### src/rtl/simplex_pkg.sv
package simplex_pkg;
  typedef struct packed {
    logic timing;
    logic phys;
  } trip_cause_t;

  typedef enum logic {
    SRC_COMPLEX = 1'b0,
    SRC_SAFETY  = 1'b1
  } cmd_src_e;
endpackage

### src/rtl/limit_cmp.sv
module limit_cmp #(
  parameter int W = 16
) (
  input  logic signed [W-1:0] val_i,
  input  logic signed [W-1:0] lim_i,
  output logic                exceed_o
);
  localparam int EW = W + 1;

  logic signed [EW-1:0] val_ext;
  logic signed [EW-1:0] lim_ext;
  logic signed [EW-1:0] mag;

  always_comb begin
    val_ext  = {val_i[W-1], val_i};
    lim_ext  = {lim_i[W-1], lim_i};
    mag      = (val_ext < 0) ? -val_ext : val_ext;
    exceed_o = (mag > lim_ext);
  end
endmodule

### src/rtl/envelope_check.sv
module envelope_check #(
  parameter int SENS_W = 16
) (
  input  logic signed [SENS_W-1:0] pos_i,
  input  logic signed [SENS_W-1:0] ang_i,
  input  logic signed [SENS_W-1:0] pos_lim_i,
  input  logic signed [SENS_W-1:0] ang_lim_i,
  output logic                     viol_o
);
  localparam int N_AXIS = 2;

  logic signed [SENS_W-1:0] vals [N_AXIS];
  logic signed [SENS_W-1:0] lims [N_AXIS];
  logic [N_AXIS-1:0]        axis_viol;

  always_comb begin
    vals[0] = pos_i;
    vals[1] = ang_i;
    lims[0] = pos_lim_i;
    lims[1] = ang_lim_i;
  end

  for (genvar g = 0; g < N_AXIS; g++) begin : g_axis
    limit_cmp #(.W(SENS_W)) u_cmp (
      .val_i    (vals[g]),
      .lim_i    (lims[g]),
      .exceed_o (axis_viol[g])
    );
  end

  assign viol_o = |axis_viol;
endmodule

### src/rtl/mode_latch.sv
module mode_latch
  import simplex_pkg::*;
(
  input  logic        clk,
  input  logic        rst_n,
  input  logic        tick,
  input  logic        timing_alarm_i,
  input  logic        phys_viol_i,
  output cmd_src_e    src_next_o,
  output logic        safe_q_o,
  output trip_cause_t cause_q_o
);
  logic        safe_q, safe_d;
  trip_cause_t cause_q, cause_d;

  always_comb begin
    safe_d  = safe_q;
    cause_d = cause_q;
    if (tick) begin
      cause_d.timing = cause_q.timing | timing_alarm_i;
      cause_d.phys   = cause_q.phys   | phys_viol_i;
      safe_d         = safe_q | timing_alarm_i | phys_viol_i;
    end
  end

  always_ff @(posedge clk or negedge rst_n) begin
    if (!rst_n) begin
      safe_q  <= 1'b0;
      cause_q <= '0;
    end else if (tick) begin
      safe_q  <= safe_d;
      cause_q <= cause_d;
    end
  end

  assign src_next_o = safe_d ? SRC_SAFETY : SRC_COMPLEX;
  assign safe_q_o   = safe_q;
  assign cause_q_o  = cause_q;

  a_r7_latched: assert property (@(posedge clk) disable iff (!rst_n)
    safe_q |=> safe_q);
  a_r8_cause_present: assert property (@(posedge clk) disable iff (!rst_n)
    safe_q |-> (cause_q.timing | cause_q.phys));
  a_r8_cause_sticky: assert property (@(posedge clk) disable iff (!rst_n)
    (cause_q.timing && cause_q.phys) |=> (cause_q.timing && cause_q.phys));
endmodule

### src/rtl/cmd_select.sv
module cmd_select
  import simplex_pkg::*;
#(
  parameter int CMD_W = 16
) (
  input  logic             clk,
  input  logic             rst_n,
  input  logic             tick,
  input  cmd_src_e         src_i,
  input  logic [CMD_W-1:0] cmd_untrusted_i,
  input  logic [CMD_W-1:0] cmd_safe_i,
  output logic [CMD_W-1:0] act_cmd_o
);
  logic [CMD_W-1:0] act_q, act_d;

  always_comb begin
    act_d = act_q;
    if (tick) act_d = (src_i == SRC_SAFETY) ? cmd_safe_i : cmd_untrusted_i;
  end

  always_ff @(posedge clk or negedge rst_n) begin
    if (!rst_n)    act_q <= '0;
    else if (tick) act_q <= act_d;
  end

  assign act_cmd_o = act_q;

  a_r3_hold_off_tick: assert property (@(posedge clk) disable iff (!rst_n)
    !tick |=> $stable(act_cmd_o));
endmodule

### src/rtl/simplex_switch.sv
module simplex_switch
  import simplex_pkg::*;
#(
  parameter int CMD_W  = 16,
  parameter int SENS_W = 16
) (
  input  logic                     clk,
  input  logic                     rst_n,
  input  logic                     tick,
  input  logic                     timing_alarm_i,
  input  logic signed [SENS_W-1:0] pos_i,
  input  logic signed [SENS_W-1:0] ang_i,
  input  logic signed [SENS_W-1:0] pos_lim_i,
  input  logic signed [SENS_W-1:0] ang_lim_i,
  input  logic [CMD_W-1:0]         cmd_untrusted_i,
  input  logic [CMD_W-1:0]         cmd_safe_i,
  output logic [CMD_W-1:0]         act_cmd_o,
  output logic                     safe_mode_o,
  output logic                     cause_timing_o,
  output logic                     cause_phys_o
);
  logic        phys_viol;
  cmd_src_e    src_next;
  logic        safe_q;
  trip_cause_t cause_q;

  envelope_check #(.SENS_W(SENS_W)) u_env (
    .pos_i     (pos_i),
    .ang_i     (ang_i),
    .pos_lim_i (pos_lim_i),
    .ang_lim_i (ang_lim_i),
    .viol_o    (phys_viol)
  );

  mode_latch u_mode (
    .clk            (clk),
    .rst_n          (rst_n),
    .tick           (tick),
    .timing_alarm_i (timing_alarm_i),
    .phys_viol_i    (phys_viol),
    .src_next_o     (src_next),
    .safe_q_o       (safe_q),
    .cause_q_o      (cause_q)
  );

  cmd_select #(.CMD_W(CMD_W)) u_sel (
    .clk             (clk),
    .rst_n           (rst_n),
    .tick            (tick),
    .src_i           (src_next),
    .cmd_untrusted_i (cmd_untrusted_i),
    .cmd_safe_i      (cmd_safe_i),
    .act_cmd_o       (act_cmd_o)
  );

  assign safe_mode_o    = safe_q;
  assign cause_timing_o = cause_q.timing;
  assign cause_phys_o   = cause_q.phys;

  a_r2_pass_untrusted: assert property (@(posedge clk) disable iff (!rst_n)
    (tick && !timing_alarm_i && !phys_viol && !safe_mode_o)
      |=> (act_cmd_o == $past(cmd_untrusted_i)));
  a_r4_timing_trip: assert property (@(posedge clk) disable iff (!rst_n)
    (tick && timing_alarm_i) |=> (safe_mode_o && cause_timing_o));
  a_r5_phys_trip: assert property (@(posedge clk) disable iff (!rst_n)
    (tick && phys_viol) |=> (safe_mode_o && cause_phys_o));
  a_r7_safe_cmd: assert property (@(posedge clk) disable iff (!rst_n)
    (tick && safe_mode_o) |=> (act_cmd_o == $past(cmd_safe_i)));
endmodule

### config.mk
export PLATFORM = sky130hd
export DESIGN_NAME = simplex_switch
export DESIGN_NICKNAME = d
export VERILOG_FILES = /design/src/rtl/simplex_pkg.sv /design/src/rtl/limit_cmp.sv /design/src/rtl/envelope_check.sv /design/src/rtl/mode_latch.sv /design/src/rtl/cmd_select.sv /design/src/rtl/simplex_switch.sv
export SDC_FILE = /design/constraint.sdc
export NUM_CORES = 1
export LEC_CHECK = 0
export BUFFER_PORTS_ARGS = -buffer_cell sky130_fd_sc_hd__buf_2
export CORE_MARGIN = 3
export CORE_UTILIZATION = 43
export CTS_CLUSTER_SIZE = 8
export DETAILED_ROUTE_END_ITERATION = 7
export PLACE_DENSITY = 0.78
export SYNTH_ARGS = -nofsm -noshare
export SYNTH_HDL_FRONTEND = slang
export SYNTH_SLANG_ARGS = --single-unit
### constraint.sdc
create_clock -name clk -period 1.6 [get_ports clk]
set_input_delay 0 -clock clk [delete_from_list [all_inputs] [get_ports clk]]
set_output_delay 0 -clock clk [all_outputs]
set_load 0.05 [all_outputs]
== Yosys cells after proc, flatten, opt, wreduce, memory -nomap -nowiden ==
Cells that the tools add are included.

* Input port bits: 100
* Output and inout bits: 19
* Logic and storage cells: 20
* Flip-flop bits (word level): 19
* Memories kept: 0
* RAM bits: 0
* Bits in latches: 0
* Bits in read-only memories: 0

* Reductions and logical operators: 1
* Order comparisons: 4
* $mul: 0
* Shift operators: 0
* Divide/modulo/power cells: 0
* Add/subtract/negate cells: 2
* Muxes and demuxes: 5
* Bitwise operators: 4
* Eq/ne operators: 0

{| class="wikitable"
|+ Operators by type and width
! cell !! count
|-
| $gt 17x16->1 || 2
|-
| $mux 17 || 2
|-
| $neg 16->17 || 2
|-
| $lt 16x1->1 const B || 2
|-
| $mux 16 || 1
|-
| $or 1x1->1 || 4
|-
| $mux 1 || 2
|-
| $reduce_or 2->1 || 1
|}

== Depth between registers and ports, before layout ==
Gate-level depths: netlist (run 1).

* Word-level depth: 8
* Gate-level depth with buffers: 16
* Gate-level depth less buffers: 15

== Hierarchy ==
From an unflattened synthesis (run 1), not the netlist that was laid out.

* Cell total of the unflattened synthesis: 280
* Area, all modules: 2339.7 um^2

{| class="wikitable"
|+ Modules (own cells, without submodules)
! module !! seq. area each (um^2) !! instances !! area each (um^2) !! cells each
|-
| limit_cmp || 0.0 || 2 || 738.2 || 101
|-
| cmd_select || 400.4 || 1 || 745.7 || 69
|-
| mode_latch || 75.1 || 1 || 111.4 || 8
|-
| envelope_check || 0.0 || 1 || 6.3 || 1
|}

== Least setup slack after synthesis (run 1) ==
OpenSTA, ideal clock, no wires.

* Path type: input port to flip-flop
* From: input pos_i[0]
* To: register u_sel.act_q[0] (netlist: u_sel.act_cmd_o[0])
* Library setup time: 0.126 ns
* Data required time: 1.474 ns
* Path buffers: 1
* Arrival: 2.683 ns
* Slack: -1.209 ns
* Cell stages on the path: 15
* Cell sequence: inv_1 -> ha_1 -> nand2_1 -> or3_1 -> or3_4 -> o41ai_2 -> xnor2_1 -> ha_1 -> and3_1 -> nand2_1 -> o211a_1 -> o22a_4 -> buf_6 -> a41oi_1 -> a21oi_1

* Word-level cells in the longest chain between the ends: 8
* Elaborated cells between the ends (all ways): 9
* Classes of those cells: 1 x add/sub; 2 x order compare; 4 x mux; 1 x bitwise; 1 x reduce/logical

{| class="wikitable"
|+ RTL lines
! item !! RTL line !! text
|-
| from (decl) || simplex_switch.sv:11 || <nowiki>input logic signed [SENS_W-1:0] pos_i,</nowiki>
|-
| $neg 16->17 or $lt 16x1->1 (tied branches) || limit_cmp.sv:17 || <nowiki>mag = (val_ext < 0) ? -val_ext : val_ext;</nowiki>
|-
| $mux 17 * || limit_cmp.sv:17 ||
|-
| $gt 17x16->1 * || limit_cmp.sv:18 || <nowiki>exceed_o = (mag > lim_ext);</nowiki>
|-
| $reduce_or 2->1 * || envelope_check.sv:31 || <nowiki>assign viol_o = |axis_viol;</nowiki>
|-
| $or 1x1->1 * || mode_latch.sv:22 || <nowiki>safe_d = safe_q | timing_alarm_i | phys_viol_i;</nowiki>
|-
| $mux 1 * || mode_latch.sv:19 || <nowiki>if (tick) begin</nowiki>
|-
| $mux 1 * || mode_latch.sv:36 || <nowiki>assign src_next_o = safe_d ? SRC_SAFETY : SRC_COMPLEX;</nowiki>
|-
| $mux 16 * || cmd_select.sv:18 || <nowiki>if (tick) act_d = (src_i == SRC_SAFETY) ? cmd_safe_i : cmd_untrusted_i;</nowiki>
|-
| to (signal assigned) || cmd_select.sv:23 || <nowiki>else if (tick) act_q <= act_d;</nowiki>
|-
| to (decl) || cmd_select.sv:14 || <nowiki>logic [CMD_W-1:0] act_q, act_d;</nowiki>
|}

Mark *: on every way between the ends. The rest lies on a longest branch, timed or not.
A chain may end at the register's enable or synchronous reset.

== Final worst setup path (run 1) ==
* From: input pos_i[1]
* To: register u_sel.act_q[13] (netlist: u_sel.act_cmd_o[13])

Same word-level chain as after synthesis.

==> reports/results.tsv, run 1 <==
metric	value	unit
P per Cell Area	514	nW/um2
GRT Total Usage	24.1	%
Fin. Hold Viols	1	
Hold Startpoint	cmd_safe_i[6]	
fill count	382	
CTS Buf Count	3	
switching fraction of total power	41.6	%
Routed WL	8.73	mm
simple-gate share of the synthesized area	17.0	%
Synth area leader	dfrtp_1	
largest family of logic cells by synthesized area	compound AO/OA/AOI/OAI gates	
boundary pin count	119	
Clock power frac	16.4	%
Synth Flop Type	dfrtp_1	
Post-Layout Cell Count	557	
vias per cell	5.57	
post-layout min period	2.87	ns
capturing point of the worst reg2reg path	u_sel.act_cmd_o[3]	
Routed Antenna Nets	0	
# rows	26	
Worst-Margin Slew	0.642	ns
P_int	1.21	mW
Port Buffers	118	
worst-path fanout max	5	
CTS tree	done	
Worst slew margin	57.1	%
Ys Warns	0	
Final period util	179	%
outcome	finished with violations	
initial antenna violation count	0	
R2R depth	4	
post-DP HPWL	5.83	mm
footprint of the multi-input gates	2120	um2
hold crit path type	input port to flop	
failing checks	negative hold slack, negative setup slack	
post-synth cell types	40	
Detailed Routing Iterations Pass 1	5	
number of synthesized register bits	19	
Setup-failing EPs final	18	
initial drt markers	97	
Max Clk Rate	0.349	GHz
leakage power	1.93	nW
Floorplan Core Area	5270	um2
Gate Count Post-Synth	312	
RSZ-0062 raised after global routing	yes	
fin nets	623	
Max Slew Vio Count	0	
Final Skew	0.00706	ns
Mapped Avg Cell Area	7.72	um2
sequential share of power	26.0	%
Post-Synth XOR/XNOR Area	9.45	%
Overflow after GRT	0	
Initial Util	45.7	%
top cell type's share of synthesized area	19.7	%
R2R setup slack	0.19	ns
vias	3103	
mux cell area share after synthesis	0	%
most used standard cell by instance count after synthesis	inv_1	
first-pass GRT wire length	12.9	mm
# clock sinks	19	
Avg WL per Cell	15.7	um
Layout area overhead	67.1	%
worst path required time	1.74	ns
sequential area share after synthesis	19.7	%
post-synthesis compound-gate area fraction	27.0	%
Sw Pwr	0.862	mW
CTS root buffer	clkbuf_8	
worst hold path cell count	3	
Final GP Congestion	0.804	
placed insts	532	
critical setup path kind	input port to flop	
Worst-path clk slew	0.08	ns
max_cap viols	0	
Hold Slack	-0.00273	ns
vias in the first global route	3011	
post-place setup slack	-1.48	ns
Max clock buf depth	2	
CP Capture Type	flop	
Die W	80.9	um
number of flops mapped to enable cells by yosys	0	
post-synth design cell area	2410	um2
Synth area leaders	dfrtp_1, ha_1, xnor2_1	
worst path arrival time	3.00	ns
synth cell count leaders	inv_1, ha_1, o21ai_0	
setup slack after layout	-1.27	ns
chip height	80.9	um
detailed-route DRC error count	0	
DIE AREA	6540	um2
Adder-Cell Fraction of Synth Area	18.7	%
Hold Path Sink	u_sel.act_cmd_o[6]	
largest net degree at the start of global routing	21	
H-tree levels	1	
Worst-Skew Late Latency	0.26	ns
register area	475	um2
VDD IR max	0.449	mV
Logic pwr share	57.5	%
asr flop ratio synth	100	%
layout cell share with drive strength beyond 1	48.4	%
Worst setup SP type	input port	
[layout by cell type, fill, tap and decap left out, types with 11 or more instances in the layout]
master and count:
a21oi_1 19, buf_2 116, buf_4 44, dfrtp_1 19, dlygate4sd3_1 11, ha_1 35, inv_1 35, nand2_1 22
nor2_1 22, o21ai_0 12, xnor2_1 25
[per-layer routing]
| metal | up-vias | global-route usage [%] | routed length [um] |
|---|---|---|---|
| li1 | 1483 | - | - |
| met1 | 1452 | 29.4 | 3350 |
| met2 | 140 | 43.0 | 4500 |
| met3 | 28 | 2.33 | 527 |
| met4 | 0 | 10.1 | 347 |
| met5 | - | 0 | 0 |
[power groups by stage]
stage	registers, mW	clock network (mW)	logic, mW
global placement	0.546	0	0.932
CTS	0.537	0.331	1.06
floorplan	0.677	0	0.441
global route	0.543	0.360	1.30
detailed placement	0.545	0	0.959
finish	0.539	0.340	1.19
[cell families after synthesis]
logic type | count (synthesis)
and+or+nand+nor | 86
other | 1
DFF | 19
xor gates and xnor gates | 26
buffers and inverters | 48
AOI/OAI and AO/OA | 96
adders and majority gates | 36
[layout make-up]
class / instances / area share (%)
Multi-Input combinational cell: 248 / 52.7
Timing Repair Buffer: 177 / 28.1
Sequential cell: 19 / 11.8
Inverter: 38 / 3.98
Tap cell: 70 / 2.18
Clock buffer: 3 / 1.03
Clock inverter: 1 / 0.124
Antenna cell: 1 / 0.0622
[critical path, stage by stage]
cell and delay (ns):
buf_8 0.10, clkinv_4 0.04, ha_4 0.13, nand2_4 0.04
or3_4 0.33, or3_4 0.38, nand2_2 0.10, xnor2_2 0.06
ha_1 0.29, nand4_1 0.15, nor3_2 0.34, a2111oi_4 0.09
o211a_4 0.28, buf_6 0.13, o22a_4 0.23, a41oi_1 0.20
a21oi_1 0.10
[metrics by stage]
stage / util, % / power (mW) / TNS (ns) / area, um2
global route: 76.4 / 2.20 / -23.62 / 4020
floorplan: - / 1.12 / -19.65 / 2460
finish: 76.4 / 2.07 / -21.52 / 4030
detailed placement: 64.9 / 1.50 / -26.26 / 3420
CTS: 70.4 / 1.93 / -19.60 / 3710
global placement: 64.9 / 1.48 / -25.26 / 3420
[timing repair]
action	CTS	global route
buffers inserted	1	5
hold endpoints to repair	24	5
pin swaps	10	28
hold buffers	6	5
setup endpoints to repair	18	18
gates resized for setup	29	60
gates cloned	3	0
[how the worst max path moves through the flow]
stage	start	to	slack, ns	cells past startpoint
detailed placement	pos_i[0]	u_sel.act_cmd_o[0]	-1.48	15
CTS	pos_i[1]	u_sel.act_cmd_o[2]	-1.11	16
global placement	pos_i[0]	flop	-1.44	16
floorplan	pos_i[0]	u_sel.act_cmd_o[0]	-1.15	15
finish	pos_i[1]	u_sel.act_cmd_o[13]	-1.27	17
global route	pos_i[0]	u_sel.act_cmd_o[3]	-1.38	17
[state kept, by name, summed over array words and instances, names as in the netlist, named ones only]
register	flops
u_mode.cause_q_o	2
u_sel.act_cmd_o	16
(Power assumes the default switching activity.)
==> run 2, diff against run 1 <==
- CAP_MARGIN: unset -> 40
- SKIP_CTS_REPAIR_TIMING: unset -> 1
- clock period: 1.6 -> 2.4 ns (I/O delays scaled with it)
==> run 2 against run 1 <==
  * The run still ends with negative hold slack, negative setup slack left
  * Sequential share of layout area grew 0.44 points
  * Utilization shrank 2.7 points
  * Combinational power shrank 37%
  * First-iteration DRC count grew 27%
  * Routed wire length shrank 5.9%
  * Count of clock-buffer cells in the layout is the same
  * Setup slack gained 0.84 ns
  * Cell count shrank 3.6%
  * Largest power group unchanged
==> reports/results.tsv, run 2 (synthesis results as in run 1) <==
metric	value	unit
CP Capture Type	flop	
most common cell after layout, fill and taps aside	buf_2	
P per Cell Area	345	nW/um2
Hold Startpoint	cmd_safe_i[7]	
Final GP Congestion	0.809	
CTS root buffer	clkbuf_8	
Port Buffers	118	
fin nets	604	
Clock power frac	16.9	%
Initial Util	45.7	%
vias per cell	5.51	
failing checks	negative hold slack, negative setup slack	
Overflow after GRT	0	
hold crit path type	input port to flop	
CTS tree	done	
Setup-failing EPs final	18	
sequential share of power	26.9	%
worst path required time	2.54	ns
Post-Layout Cell Count	537	
Avg WL per Cell	15.3	um
initial antenna violation count	0	
Worst-path clk slew	0.07	ns
layout cell share with drive strength beyond 1	48.2	%
most frequent CP cell	or3_4	
detailed-route DRC error count	0	
CP peak stage delay	0.45	ns
initial drt markers	123	
critical setup path kind	input port to flop	
fill count	396	
switching fraction of total power	42.0	%
VDD IR max	0.433	mV
R2R setup slack	0.96	ns
Max Clk Rate	0.354	GHz
max FFs per register	16	
capturing point of the worst reg2reg path	u_sel.act_cmd_o[3]	
ANT cells	0	
boundary pin count	119	
Routed WL	8.21	mm
crit-path cells	buf_12, inv_12, ha_4, nand2_2, or3_4, or3_4, nand2_4, xnor2_2, ha_1, nand4_1, nor3_2, a2111oi_4, o211a_4, o22a_4, a41oi_2, a21oi_2	
Layout area overhead	61.1	%
Worst slew margin	46.4	%
Detailed Routing Iterations Pass 1	4	
CTS Buf Count	3	
Max clock buf depth	2	
max_cap viols	0	
post-layout min period	2.82	ns
RSZ-0062 raised after global routing	yes	
slowest CP cell	or3_4	
setup slack after layout	-0.425	ns
vias in the first global route	2751	
chip height	80.9	um
H-tree levels	1	
Floorplan Core Area	5270	um2
Routed Antenna Nets	0	
Sw Pwr	0.562	mW
leakage power	1.82	nW
post-DP HPWL	5.71	mm
placed insts	522	
Final period util	118	%
# clock sinks	19	
first-pass GRT wire length	11.3	mm
Logic pwr share	56.2	%
# rows	26	
total power	1.34	mW
Worst-Skew Late Latency	0.26	ns
Die W	80.9	um
R2R depth	4	
P_int	0.776	mW
worst hold path cell count	3	
Max Slew Vio Count	0	
outcome	finished with violations	
Total Neg Setup Slack	-6.82	ns
Hold Slack	-0.00558	ns
most frequent cells in the layout	buf_2, inv_1, ha_1	
Worst setup SP type	input port	
final core occ	73.7	%
GRT Total Usage	20.9	%
Hold Path Sink	u_sel.act_cmd_o[7]	
worst-path fanout max	8	
Final Skew	0.00364	ns
Worst-Margin Slew	0.804	ns
DIE AREA	6540	um2
vias	2958	
largest net degree at the start of global routing	22	
worst path arrival time	2.97	ns
Fin. Hold Viols	3	
run 2: cell types whose count changed in the layout (fill, tap and decap cells not counted), moves of 4 or more:
cell / previous run / this run
a41oi_1: 10 / 0
a41oi_2: 6 / 16
buf_4: 44 / 33
dlygate4sd3_1: 11 / 5
o21ai_1: 6 / 13
o21ai_2: 9 / 5
run 2: metrics by stage:
step	cell area (um2)	setup slack, ns
after floorplan	2460	-0.345
after global placement	3340	-0.640
after detailed placement	3340	-0.669
after CTS	3390	-0.397
after global routing	3880	-0.548
final	3880	-0.425
run 2: layout make-up:
| class | instances | area, um2 | share of cell area (%) |
|---|---|---|---|
| multi-input cells | 248 | 2160 | 55.7 |
| clock inverters | 1 | 5.00 | 0.129 |
| flip-flops and latches | 19 | 475 | 12.2 |
| repair buffers | 158 | 950 | 24.5 |
| well taps | 70 | 87.6 | 2.26 |
| inverters | 38 | 160 | 4.13 |
| clock buffers | 3 | 41.3 | 1.06 |
run 2: per-layer routing:
layer	global-route usage [%]	share of wire (%)	up-vias
li1	-	-	1449
met1	26.1	38	1365
met2	37.8	53	122
met3	1.66	5.7	22
met4	6.25	3.0	0
met5	0	0	-
run 2: worst max-delay path: cells and delay by family:
family	cells	cell delay, ns
fa+ha+maj	2	0.41
xor+xnor	1	0.06
simple gates	6	1.42
compound gates	5	0.90
buf+inv	2	0.15
run 2: how the worst max path moves through the flow:
stage,from,to,cells past startpoint
finish,pos_i[0],u_sel.act_cmd_o[15],16
CTS,pos_i[0],u_sel.act_cmd_o[11],15
detailed placement,pos_i[0],u_sel.act_cmd_o[11],15
global placement,pos_i[0],flop,16
floorplan,pos_i[0],u_sel.act_cmd_o[0],15
global route,pos_i[0],u_sel.act_cmd_o[3],17
run 2: power groups by stage:
stage | Clock, mW | Sequential (mW) | Combinational, mW
final | 0.226 | 0.360 | 0.752
after global routing | 0.243 | 0.362 | 0.817
after CTS | 0.228 | 0.359 | 0.629
after detailed placement | 0 | 0.364 | 0.626
after global placement | 0 | 0.364 | 0.610
after floorplan | 0 | 0.451 | 0.294
